**config.mk**
```make
export PLATFORM = sky130hd
export DESIGN_NAME = gpio_bank
export DESIGN_NICKNAME = d
export VERILOG_FILES = /design/src/rtl/gpio_bank_pkg.sv /design/src/rtl/gpio_pin_sync.sv /design/src/rtl/gpio_edge_unit.sv /design/src/rtl/gpio_alias_reg.sv /design/src/rtl/gpio_bank.sv
export SDC_FILE = /design/constraint.sdc
export NUM_CORES = 1
export LEC_CHECK = 0
export ABC_AREA = 1
export CAP_MARGIN = 30
export CORE_ASPECT_RATIO = 0.6
export CORE_MARGIN = 2
export CORE_UTILIZATION = 59
export DETAILED_ROUTE_END_ITERATION = 12
export PLACE_DENSITY = 0.94
export SKIP_LAST_GASP = 1
export SLEW_MARGIN = 25
export SYNTH_ARGS = -nofsm -noshare
export SYNTH_HDL_FRONTEND = slang
export SYNTH_SLANG_ARGS = --single-unit
export TNS_END_PERCENT = 50
```
**constraint.sdc**
```tcl
create_clock -name clk -period 6.4 [get_ports clk]
set_input_delay 1.6 -clock clk [delete_from_list [all_inputs] [get_ports clk]]
set_output_delay 1.6 -clock clk [all_outputs]
set_load 0.005 [all_outputs]
```
**src/rtl/gpio_bank_pkg.sv**
```systemverilog
package gpio_bank_pkg;

    localparam logic [7:0] OFS_VER      = 8'h00;
    localparam logic [7:0] OFS_STAT     = 8'h18;
    localparam logic [7:0] OFS_IEN      = 8'h1C;
    localparam logic [7:0] OFS_WAKE     = 8'h28;
    localparam logic [7:0] OFS_DIN      = 8'h2C;
    localparam logic [7:0] OFS_DOUT     = 8'h30;
    localparam logic [7:0] OFS_DIR      = 8'h34;
    localparam logic [7:0] OFS_TRIG_LO  = 8'h38;
    localparam logic [7:0] OFS_TRIG_HI  = 8'h3C;
    localparam logic [7:0] OFS_IEN_CLR  = 8'h9C;
    localparam logic [7:0] OFS_WAKE_CLR = 8'hA8;
    localparam logic [7:0] OFS_DOUT_CLR = 8'hB0;
    localparam logic [7:0] OFS_IEN_SET  = 8'hDC;
    localparam logic [7:0] OFS_WAKE_SET = 8'hE8;
    localparam logic [7:0] OFS_DOUT_SET = 8'hF0;

    typedef enum logic [1:0] {
        TRIG_NONE = 2'b00,
        TRIG_FALL = 2'b01,
        TRIG_RISE = 2'b10,
        TRIG_BOTH = 2'b11
    } trig_e;

    typedef enum logic [3:0] {
        SEL_NONE,
        SEL_VER,
        SEL_STAT,
        SEL_IEN,
        SEL_WAKE,
        SEL_DIN,
        SEL_DOUT,
        SEL_DIR,
        SEL_TRIG_LO,
        SEL_TRIG_HI,
        SEL_IEN_CLR,
        SEL_WAKE_CLR,
        SEL_DOUT_CLR,
        SEL_IEN_SET,
        SEL_WAKE_SET,
        SEL_DOUT_SET
    } regsel_e;

endpackage

```
**src/rtl/gpio_pin_sync.sv**
```systemverilog
module gpio_pin_sync #(
    parameter int W = 16
) (
    input  logic         clk,
    input  logic         rst_n,
    input  logic [W-1:0] async_i,
    output logic [W-1:0] sync_o
);
    logic [W-1:0] meta_q;
    logic [W-1:0] sync_q;

    always_ff @(posedge clk or negedge rst_n) begin
        if (!rst_n) begin
            meta_q <= '0;
            sync_q <= '0;
        end else begin
            meta_q <= async_i;
            sync_q <= meta_q;
        end
    end

    assign sync_o = sync_q;
endmodule

```
**src/rtl/gpio_edge_unit.sv**
```systemverilog
module gpio_edge_unit
    import gpio_bank_pkg::*;
#(
    parameter int NPINS = 16
) (
    input  logic               clk,
    input  logic               rst_n,
    input  logic [NPINS-1:0]   lvl_i,
    input  logic [2*NPINS-1:0] trig_i,
    output logic [NPINS-1:0]   hit_o
);
    logic [NPINS-1:0] prev_q;

    always_ff @(posedge clk or negedge rst_n) begin
        if (!rst_n) prev_q <= '0;
        else        prev_q <= lvl_i;
    end

    for (genvar i = 0; i < NPINS; i++) begin : g_pin
        logic rise_w;
        logic fall_w;
        logic hit_w;
        assign rise_w = lvl_i[i] & ~prev_q[i];
        assign fall_w = ~lvl_i[i] & prev_q[i];
        always_comb begin
            unique case (trig_e'(trig_i[2*i +: 2]))
                TRIG_NONE: hit_w = 1'b0;
                TRIG_FALL: hit_w = fall_w;
                TRIG_RISE: hit_w = rise_w;
                TRIG_BOTH: hit_w = rise_w | fall_w;
                default:   hit_w = 1'b0;
            endcase
        end
        assign hit_o[i] = hit_w;
    end
endmodule

```
**src/rtl/gpio_alias_reg.sv**
```systemverilog
module gpio_alias_reg #(
    parameter int         W   = 16,
    parameter logic [W-1:0] RST = '0
) (
    input  logic         clk,
    input  logic         rst_n,
    input  logic         wr_full,
    input  logic [W-1:0] full_d,
    input  logic [W-1:0] set_m,
    input  logic [W-1:0] clr_m,
    output logic [W-1:0] q
);
    always_ff @(posedge clk or negedge rst_n) begin
        if (!rst_n)       q <= RST;
        else if (wr_full) q <= full_d;
        else              q <= (q | set_m) & ~clr_m;
    end


    set_bits_chk: assert property (@(posedge clk) disable iff (!rst_n)
        (!wr_full && set_m != '0) |=> ((q & $past(set_m)) == $past(set_m)));


    clr_bits_chk: assert property (@(posedge clk) disable iff (!rst_n)
        (!wr_full && clr_m != '0) |=> ((q & $past(clr_m)) == '0));
endmodule

```
**src/rtl/gpio_bank.sv**
```systemverilog
module gpio_bank
    import gpio_bank_pkg::*;
#(
    parameter int         NPINS     = 16,
    parameter logic [3:0] REV_MAJOR = 4'd2,
    parameter logic [3:0] REV_MINOR = 4'd1
) (
    input  logic              clk,
    input  logic              rst_n,
    input  logic              bus_wr,
    input  logic [7:0]        bus_addr,
    input  logic [31:0]       bus_wdata,
    output logic [31:0]       bus_rdata,
    input  logic [NPINS-1:0]  pad_in,
    output logic [NPINS-1:0]  pad_out,
    output logic [NPINS-1:0]  pad_oe,
    output logic              irq_o,
    output logic              wake_o
);
    localparam int PADW  = 32 - NPINS;
    localparam int TBITS = 2 * NPINS;

    regsel_e          sel;
    logic [NPINS-1:0] wd;
    logic [NPINS-1:0] sync_lvl;
    logic [NPINS-1:0] hit;
    logic [NPINS-1:0] armed;
    logic [NPINS-1:0] stat_q;
    logic [NPINS-1:0] stat_clr;
    logic [NPINS-1:0] dout_q, dir_q, ien_q, wake_q;
    logic [31:0]      trig_q;
    logic             wdata_unused;

    assign wd           = bus_wdata[NPINS-1:0];
    assign wdata_unused = &{1'b0, bus_wdata[31:NPINS]};

    // Address decode
    always_comb begin
        unique case (bus_addr)
            OFS_VER:      sel = SEL_VER;
            OFS_STAT:     sel = SEL_STAT;
            OFS_IEN:      sel = SEL_IEN;
            OFS_WAKE:     sel = SEL_WAKE;
            OFS_DIN:      sel = SEL_DIN;
            OFS_DOUT:     sel = SEL_DOUT;
            OFS_DIR:      sel = SEL_DIR;
            OFS_TRIG_LO:  sel = SEL_TRIG_LO;
            OFS_TRIG_HI:  sel = SEL_TRIG_HI;
            OFS_IEN_CLR:  sel = SEL_IEN_CLR;
            OFS_WAKE_CLR: sel = SEL_WAKE_CLR;
            OFS_DOUT_CLR: sel = SEL_DOUT_CLR;
            OFS_IEN_SET:  sel = SEL_IEN_SET;
            OFS_WAKE_SET: sel = SEL_WAKE_SET;
            OFS_DOUT_SET: sel = SEL_DOUT_SET;
            default:      sel = SEL_NONE;
        endcase
    end

    // Bit-addressable state registers
    gpio_alias_reg #(.W(NPINS), .RST('0)) u_dout (
        .clk(clk), .rst_n(rst_n),
        .wr_full(bus_wr && sel == SEL_DOUT), .full_d(wd),
        .set_m((bus_wr && sel == SEL_DOUT_SET) ? wd : '0),
        .clr_m((bus_wr && sel == SEL_DOUT_CLR) ? wd : '0),
        .q(dout_q));

    gpio_alias_reg #(.W(NPINS), .RST('1)) u_dir (
        .clk(clk), .rst_n(rst_n),
        .wr_full(bus_wr && sel == SEL_DIR), .full_d(wd),
        .set_m('0), .clr_m('0),
        .q(dir_q));

    gpio_alias_reg #(.W(NPINS), .RST('0)) u_ien (
        .clk(clk), .rst_n(rst_n),
        .wr_full(bus_wr && sel == SEL_IEN), .full_d(wd),
        .set_m((bus_wr && sel == SEL_IEN_SET) ? wd : '0),
        .clr_m((bus_wr && sel == SEL_IEN_CLR) ? wd : '0),
        .q(ien_q));

    gpio_alias_reg #(.W(NPINS), .RST('0)) u_wake (
        .clk(clk), .rst_n(rst_n),
        .wr_full(bus_wr && sel == SEL_WAKE), .full_d(wd),
        .set_m((bus_wr && sel == SEL_WAKE_SET) ? wd : '0),
        .clr_m((bus_wr && sel == SEL_WAKE_CLR) ? wd : '0),
        .q(wake_q));

    // Trigger fields: {high word, low word} puts pin i at bits 2i+1:2i
    always_ff @(posedge clk or negedge rst_n) begin
        if (!rst_n) begin
            trig_q <= '0;
        end else if (bus_wr) begin
            if (sel == SEL_TRIG_LO) trig_q[15:0]  <= bus_wdata[15:0];
            if (sel == SEL_TRIG_HI) trig_q[31:16] <= bus_wdata[15:0];
        end
    end

    // Input path
    gpio_pin_sync #(.W(NPINS)) u_sync (
        .clk(clk), .rst_n(rst_n), .async_i(pad_in), .sync_o(sync_lvl));

    gpio_edge_unit #(.NPINS(NPINS)) u_edge (
        .clk(clk), .rst_n(rst_n), .lvl_i(sync_lvl),
        .trig_i(trig_q[TBITS-1:0]), .hit_o(hit));

    for (genvar i = 0; i < NPINS; i++) begin : g_arm
        assign armed[i] = |trig_q[2*i +: 2];
    end

    // Status: new edge overrides a clear in the same cycle
    assign stat_clr = (bus_wr && sel == SEL_STAT) ? wd : '0;

    always_ff @(posedge clk or negedge rst_n) begin
        if (!rst_n) stat_q <= '0;
        else        stat_q <= (stat_q & ~stat_clr) | hit;
    end

    // Read mux
    always_comb begin
        unique case (sel)
            SEL_VER:     bus_rdata = {24'h0, REV_MAJOR, REV_MINOR};
            SEL_STAT:    bus_rdata = {{PADW{1'b0}}, stat_q};
            SEL_IEN:     bus_rdata = {{PADW{1'b0}}, ien_q};
            SEL_WAKE:    bus_rdata = {{PADW{1'b0}}, wake_q};
            SEL_DIN:     bus_rdata = {{PADW{1'b0}}, sync_lvl};
            SEL_DOUT:    bus_rdata = {{PADW{1'b0}}, dout_q};
            SEL_DIR:     bus_rdata = {{PADW{1'b0}}, dir_q};
            SEL_TRIG_LO: bus_rdata = {16'h0, trig_q[15:0]};
            SEL_TRIG_HI: bus_rdata = {16'h0, trig_q[31:16]};
            default:     bus_rdata = 32'h0;
        endcase
    end

    assign pad_out = dout_q;
    assign pad_oe  = ~dir_q;
    assign irq_o   = |(stat_q & ien_q);
    assign wake_o  = |(stat_q & wake_q);


    stat_armed_chk: assert property (@(posedge clk) disable iff (!rst_n)
        ((stat_q & ~$past(stat_q) & ~$past(armed)) == '0));


    stat_clear_chk: assert property (@(posedge clk) disable iff (!rst_n)
        (bus_wr && sel == SEL_STAT) |=> ((stat_q & $past(wd) & ~$past(hit)) == '0));


    irq_needs_en_chk: assert property (@(posedge clk) disable iff (!rst_n)
        irq_o |-> (ien_q != '0 && stat_q != '0));


    wake_needs_en_chk: assert property (@(posedge clk) disable iff (!rst_n)
        wake_o |-> (wake_q != '0 && stat_q != '0));
endmodule

```
After elaboration in Yosys (flattened, before gate mapping)
Index checks and enable logic that the tools add are counted.
{"block": "word_totals", "regBits": 160, "latch_bits": 0, "mem_bits_rw": 0, "mem_bits_ro": 0, "input_bits": 59, "mem_count": 0}
{"block": "classes", "addsub": 0, "multipliers": 0, "n_div": 0, "magnitude_cmp": 0, "eq_ne": 77, "shift": 0, "mux": 28, "bitwise": 95, "reduce_logical": 32}
{"op": "2-to-1 mux 16 bit", "n": 10}
{"op": "one-hot mux 16 bit (9 select lines)", "n": 1}
{"op": "AND 16 bit", "n": 6}
{"op": "NOT 16 bit", "n": 5}
{"op": "== test 2 bit (second input constant)", "n": 32}
{"op": "bitwise OR 16 bit", "n": 4}
{"op": "one-hot mux 1 bit (4 select lines)", "n": 16}
{"op": "one-hot mux 4 bit (15 select lines)", "n": 1}
{"op": "== test 8 x 6 -> 1 bit (second input constant)", "n": 6}
{"op": "== test 8 bit (second input constant)", "n": 6}
{"op": "AND 1 bit", "n": 32}
{"op": "== test 2 x 1 -> 1 bit (second input constant)", "n": 16}
{"op": "== test 4 bit (second input constant)", "n": 8}
{"op": "zero test 2 bit", "n": 16}
{"op": "NOT 1 bit", "n": 32}
{"op": "OR reduction 16 bit", "n": 2}
{"op": "== test 4 x 3 -> 1 bit (second input constant)", "n": 4}
{"op": "== test 8 x 5 -> 1 bit (second input constant)", "n": 2}
{"op": "bitwise OR 1 bit", "n": 16}
{"op": "logical AND 1 bit", "n": 11}
{"op": "== test 4 x 2 -> 1 bit (second input constant)", "n": 2}
{"op": "zero test 8 bit", "n": 1}
{"op": "== test 4 x 1 -> 1 bit (second input constant)", "n": 1}
{"op": "AND reduction 2 bit", "n": 2}

Logic depth before layout (Yosys ltp)
{"block": "logic_depth", "word_depth": 8, "depth_mapped": 12, "depth_no_buf": 11}

Hierarchy
From an unflattened synthesis, not the netlist that was laid out.
{"block": "hier_totals", "hier_cells": 1388, "area_unflattened_um2": 9635.5}
{"module": "gpio_bank", "n_inst": 1, "cells_each": 624, "area_each_um2": 3870.0, "seq_area_each_um2": 1201.2}
{"module": "gpio_alias_reg (u_dout ...)", "n_inst": 3, "cells_each": 131, "area_each_um2": 850.8, "seq_area_each_um2": 400.4}
{"module": "gpio_edge_unit", "n_inst": 1, "cells_each": 208, "area_each_um2": 1541.5, "seq_area_each_um2": 400.4}
{"module": "gpio_alias_reg (u_dir)", "n_inst": 1, "cells_each": 131, "area_each_um2": 870.8, "seq_area_each_um2": 420.4}
{"module": "gpio_pin_sync", "n_inst": 1, "cells_each": 32, "area_each_um2": 800.8, "seq_area_each_um2": 800.8}

Least setup slack after synthesis
OpenSTA, ideal clock, no wires.
{"block": "synth_path", "kind": "input port to output port", "start": "input bus_addr[1]", "end": "output bus_rdata[10]", "t_arrival_ns": 2.696, "path_slack_ns": 2.104, "stages": 6, "cell_sequence": "nor2_2 > nand2_1 > o21ai_4 > clkbuf_1 > nand4_1 > nand4_1"}
{"block": "synth_between", "elab_chain_len": 4, "elab_cells_between_ends": 26}
{"element": "from (decl)", "line_no": "gpio_bank.sv:11", "rtl": "input logic [7:0] bus_addr,"}
{"element": "== test 8 bit (tied with other cells)", "line_no": "gpio_bank.sv:39", "rtl": "unique case (bus_addr)"}
{"element": "one-hot mux 4 bit (15 select lines) (*)", "line_no": "gpio_bank.sv:39"}
{"element": "== test 4 bit (tied with other cells)", "line_no": "gpio_bank.sv:119", "rtl": "unique case (sel)"}
{"element": "one-hot mux 16 bit (9 select lines) (*)", "line_no": "gpio_bank.sv:119"}
{"element": "to (decl)", "line_no": "gpio_bank.sv:13", "rtl": "output logic [31:0] bus_rdata,"}
Mark *: on every way between the ends. The rest lies on a longest branch, timed or not.

Worst setup path after layout
{"block": "layout_path", "start": "input bus_addr[4]", "end": "output bus_rdata[6]"}
The elaborated chain is that of the path after synthesis.

==> results.md <==
- R2R cell count: 5
- Share of cells above drive strength 1: 8.32%
- Number of global-route vias before repair: 7199
- Hold_ws: 0.345 ns
- Unique masters post-synth: 35
- Endpoints failing setup: 0
- Setup crit start kind: input port
- DRC Markers: 0
- Final WS setup: 0.562 ns
- Clock sink count: 160
- Final critical-path required period: 5.84 ns
- Filler cells: 1042
- Crit share post-route: 91.2%
- Routability cong.: 1.05
- Count of state elements after synthesis: 160
- Pre-CTS setup slack: 0.678 ns
- Grt ovf: 0
- I/O Pins: 125
- Pwr Density: 253 nW/µm²
- Most frequent cells in the layout: nand2_1, dfrtp_1, inv_1, o21ai_0, clkdlybuf4s50_1
- Post-DP Area: 9290 µm²
- Critical path's largest stage delay: 0.58 ns
- Critical path arrival: 4.24 ns
- Switch share: 29.0%
- Crit path cell chain: clkdlybuf4s50_1, nand2_2, nor2_2, nand2_1, inv_2, nand2_1, nand2_1, nor2_1, nand4_1, clkdlybuf4s50_1
- Clock Power Share: 41.5%
- Cts bufs inserted: 17
- Syn. warnings: 0
- Diode count: 0
- Die Span Y: 95.9 µm
- Synth top area cells: dfrtp_1, o21ai_0, nand2_1
- CTS clock-pin slew for the worst setup and hold paths: 0.07 ns
- Max Cap Viol: 0
- Internal: 0.00177 W
- Cells after Synth: 989
- Drt pass-1 iters: 7
- Post-Syn Area: 8310 µm²
- Worst Path Class, Setup: input port to output port
- Fmax: 0.171 GHz
- Routed WL: 25500 µm
- Avg Vias per Cell: 6.16
- Initial antenna violation count: 1
- IO Port Bufs: 92
- Sequential share of power: 46.7%
- Die boundary width: 157 µm
- Comb pwr share: 11.9%
- Total power: 0.00250 W
- Slew margin rel.: 39.7%
- Yosys top cell area share: 43.4%
- Nets@finish: 1160
- Cell mode on critical path: nand2_1
- Seq/Total Area, Yosys: 48.4%
- Core Box Area: 13700 µm²
- Syn_area_per_cell: 8.40 µm²
- VDD IR-drop max: 179 µV
- Area Overhead vs Synth: 19.1%
- Critical Path End Type: output port
- Initial Utilization: 60.6%
- Clock buffer depth: 2
- Wire per inst: 20.0 µm
- CTS Hold Bufs: 0
- Psw: 0.000724 W
- Antenna Nets Post-Route: 0
- Iteration-0 DRC count of the detailed router: 1056
- H-tree depth: 4
- Post-CTS setup buffers: 0
- CP max FO: 11
- Outcome: complete, no violations
- Setup tns final: 0 ns
- HPWL Detailed: 17900 µm
- Design area: 9890 µm²
- Clock Latency Late Sink: 0.43 ns
- Hold Path Class: flop to flop
- LEAKAGE: 4.52 nW
- DIE AREA: 15100 µm²
- Crit. path cell count: 10
- Rows: 33
- WP buf/inv: 3
- Final Hold Violating Endpoints: 0
- Slowest stage cell, crit path: clkdlybuf4s50_1
- Clock Skews: 0.00666 ns
- Largest delay share family, worst path: buffers and inverters
- Slew at the pin closest to its max-slew limit: 0.902 ns
- Global-route wire length before repair: 39300 µm
- Root buffer cell: clkbuf_16
- RSZ-0062 raised after global routing: no
- Cell depth of the worst hold path: 0
- Largest net degree at the start of global routing: 77
- WP data required: 4.80 ns
- Yosys top cell by area: dfrtp_1
- GRT Resource Usage Total: 35.4%
- Most common cell after layout, fill and taps aside: nand2_1
- Pins over their slew limit: 0
- Via count: 7850
- CTS tree: done
- Number of gates resized after CTS: 0
==> cells in the mapped netlist <==
cell type and n:
nand2_2 5, clkbuf_1 20, o221ai_1 8, o21ai_4 1
dfrtp_1 144, nor2_4 3, nor3_1 3, nand3_1 56
dfstp_2 16, buf_6 1, buf_1 2, nand2_4 3
a22o_1 2, inv_2 8, inv_1 135, conb_1 1
o2111ai_1 1, o21ai_1 10, ha_1 32, clkinv_1 2
nand4_4 1, o21ai_0 135, o211ai_1 26, nor2_2 7
a21oi_1 49, nor2_8 2, nand2_1 177, nor2_1 44
buf_2 11, nand3_2 2, o22ai_1 29, a221oi_1 5
nand4_1 30, buf_4 17, nor3_4 1
==> per-layer routing <==
metal  part of all wire (%)  track usage (%)  up-vias  wire, µm
met2                     41             50.2      553     10600
met5                   0.24             3.40        -        60
met3                     17             14.3       64      4250
li1                       -                -     3449         -
met4                    2.2             9.70        2       555
met1                     39             50.2     3782     10100
==> final cells by class <==
class	count	area, µm²	area share [%]
clock inverter	15	171	1.73
inverter	145	544	5.50
sequential	160	4020	40.7
tap	192	240	2.43
clock buffer	17	425	4.30
multi-input combinational	648	3530	35.7
timing repair buffer	97	960	9.70
==> power by group through the flow <==
stage	sequential (W)	clock [W]	combinational (W)
after floorplan	0.00115	0	0.000161
after global placement	0.00117	0	0.000273
after detailed placement	0.00118	0	0.000287
after CTS	0.00116	0.00103	0.000292
after global routing	0.00117	0.00109	0.000334
final	0.00117	0.00104	0.000296
==> state kept, by name, summed over array words and instances, names as in the netlist <==
| register | cells |
|---|---|
| u_wake.q | 16 |
| u_sync.sync_o | 16 |
| u_ien.q | 16 |
| u_sync.meta_q | 16 |
| trig_q | 32 |
| u_dout.q | 16 |
| u_dir.q | 16 |
| stat_q | 16 |
| u_edge.prev_q | 16 |
==> cells by family (layout without fill, tap and decap cells) <==
family | after synthesis | in the layout | synth area share (%)
adder cells (fa/ha/maj) | 32 | 32 | 4.82
other | 1 | 16 | 0.0452
buffers and inverters | 196 | 274 | 9.88
AO/OA/AOI/OAI | 266 | 266 | 18.1
flip-flops | 160 | 160 | 48.4
AND/OR/NAND/NOR | 334 | 334 | 18.7
==> through the flow <==
step | instances | util [%]
detailed placement | 1242 | 67.7
floorplan | 1004 | -
global placement | 1242 | 67.7
finish | 1274 | 72.2
CTS | 1274 | 72.1
global route | 1274 | 72.2
==> worst paths after layout <==
| check | from | endpoint | slack, ns |
|---|---|---|---|
| setup / recovery | bus_addr[4] | bus_rdata[6] | 0.56 |
| min in group asynchronous | rst_n | u_dout.q[13]$_DFF_PN0_ | 1.20 |
| max in group asynchronous | rst_n | stat_q[9]$_DFF_PN0_ | 4.02 |
| hold / removal | u_sync.meta_q[10]$_DFF_PN0_ | u_sync.sync_o[10]$_DFF_PN0_ | 0.34 |
| setup reg to reg | u_sync.sync_o[7]$_DFF_PN0_ | stat_q[7]$_DFF_PN0_ | 5.11 |
| hold reg to reg | u_sync.meta_q[10]$_DFF_PN0_ | u_sync.sync_o[10]$_DFF_PN0_ | 0.34 |
(Power assumes the default switching activity.)
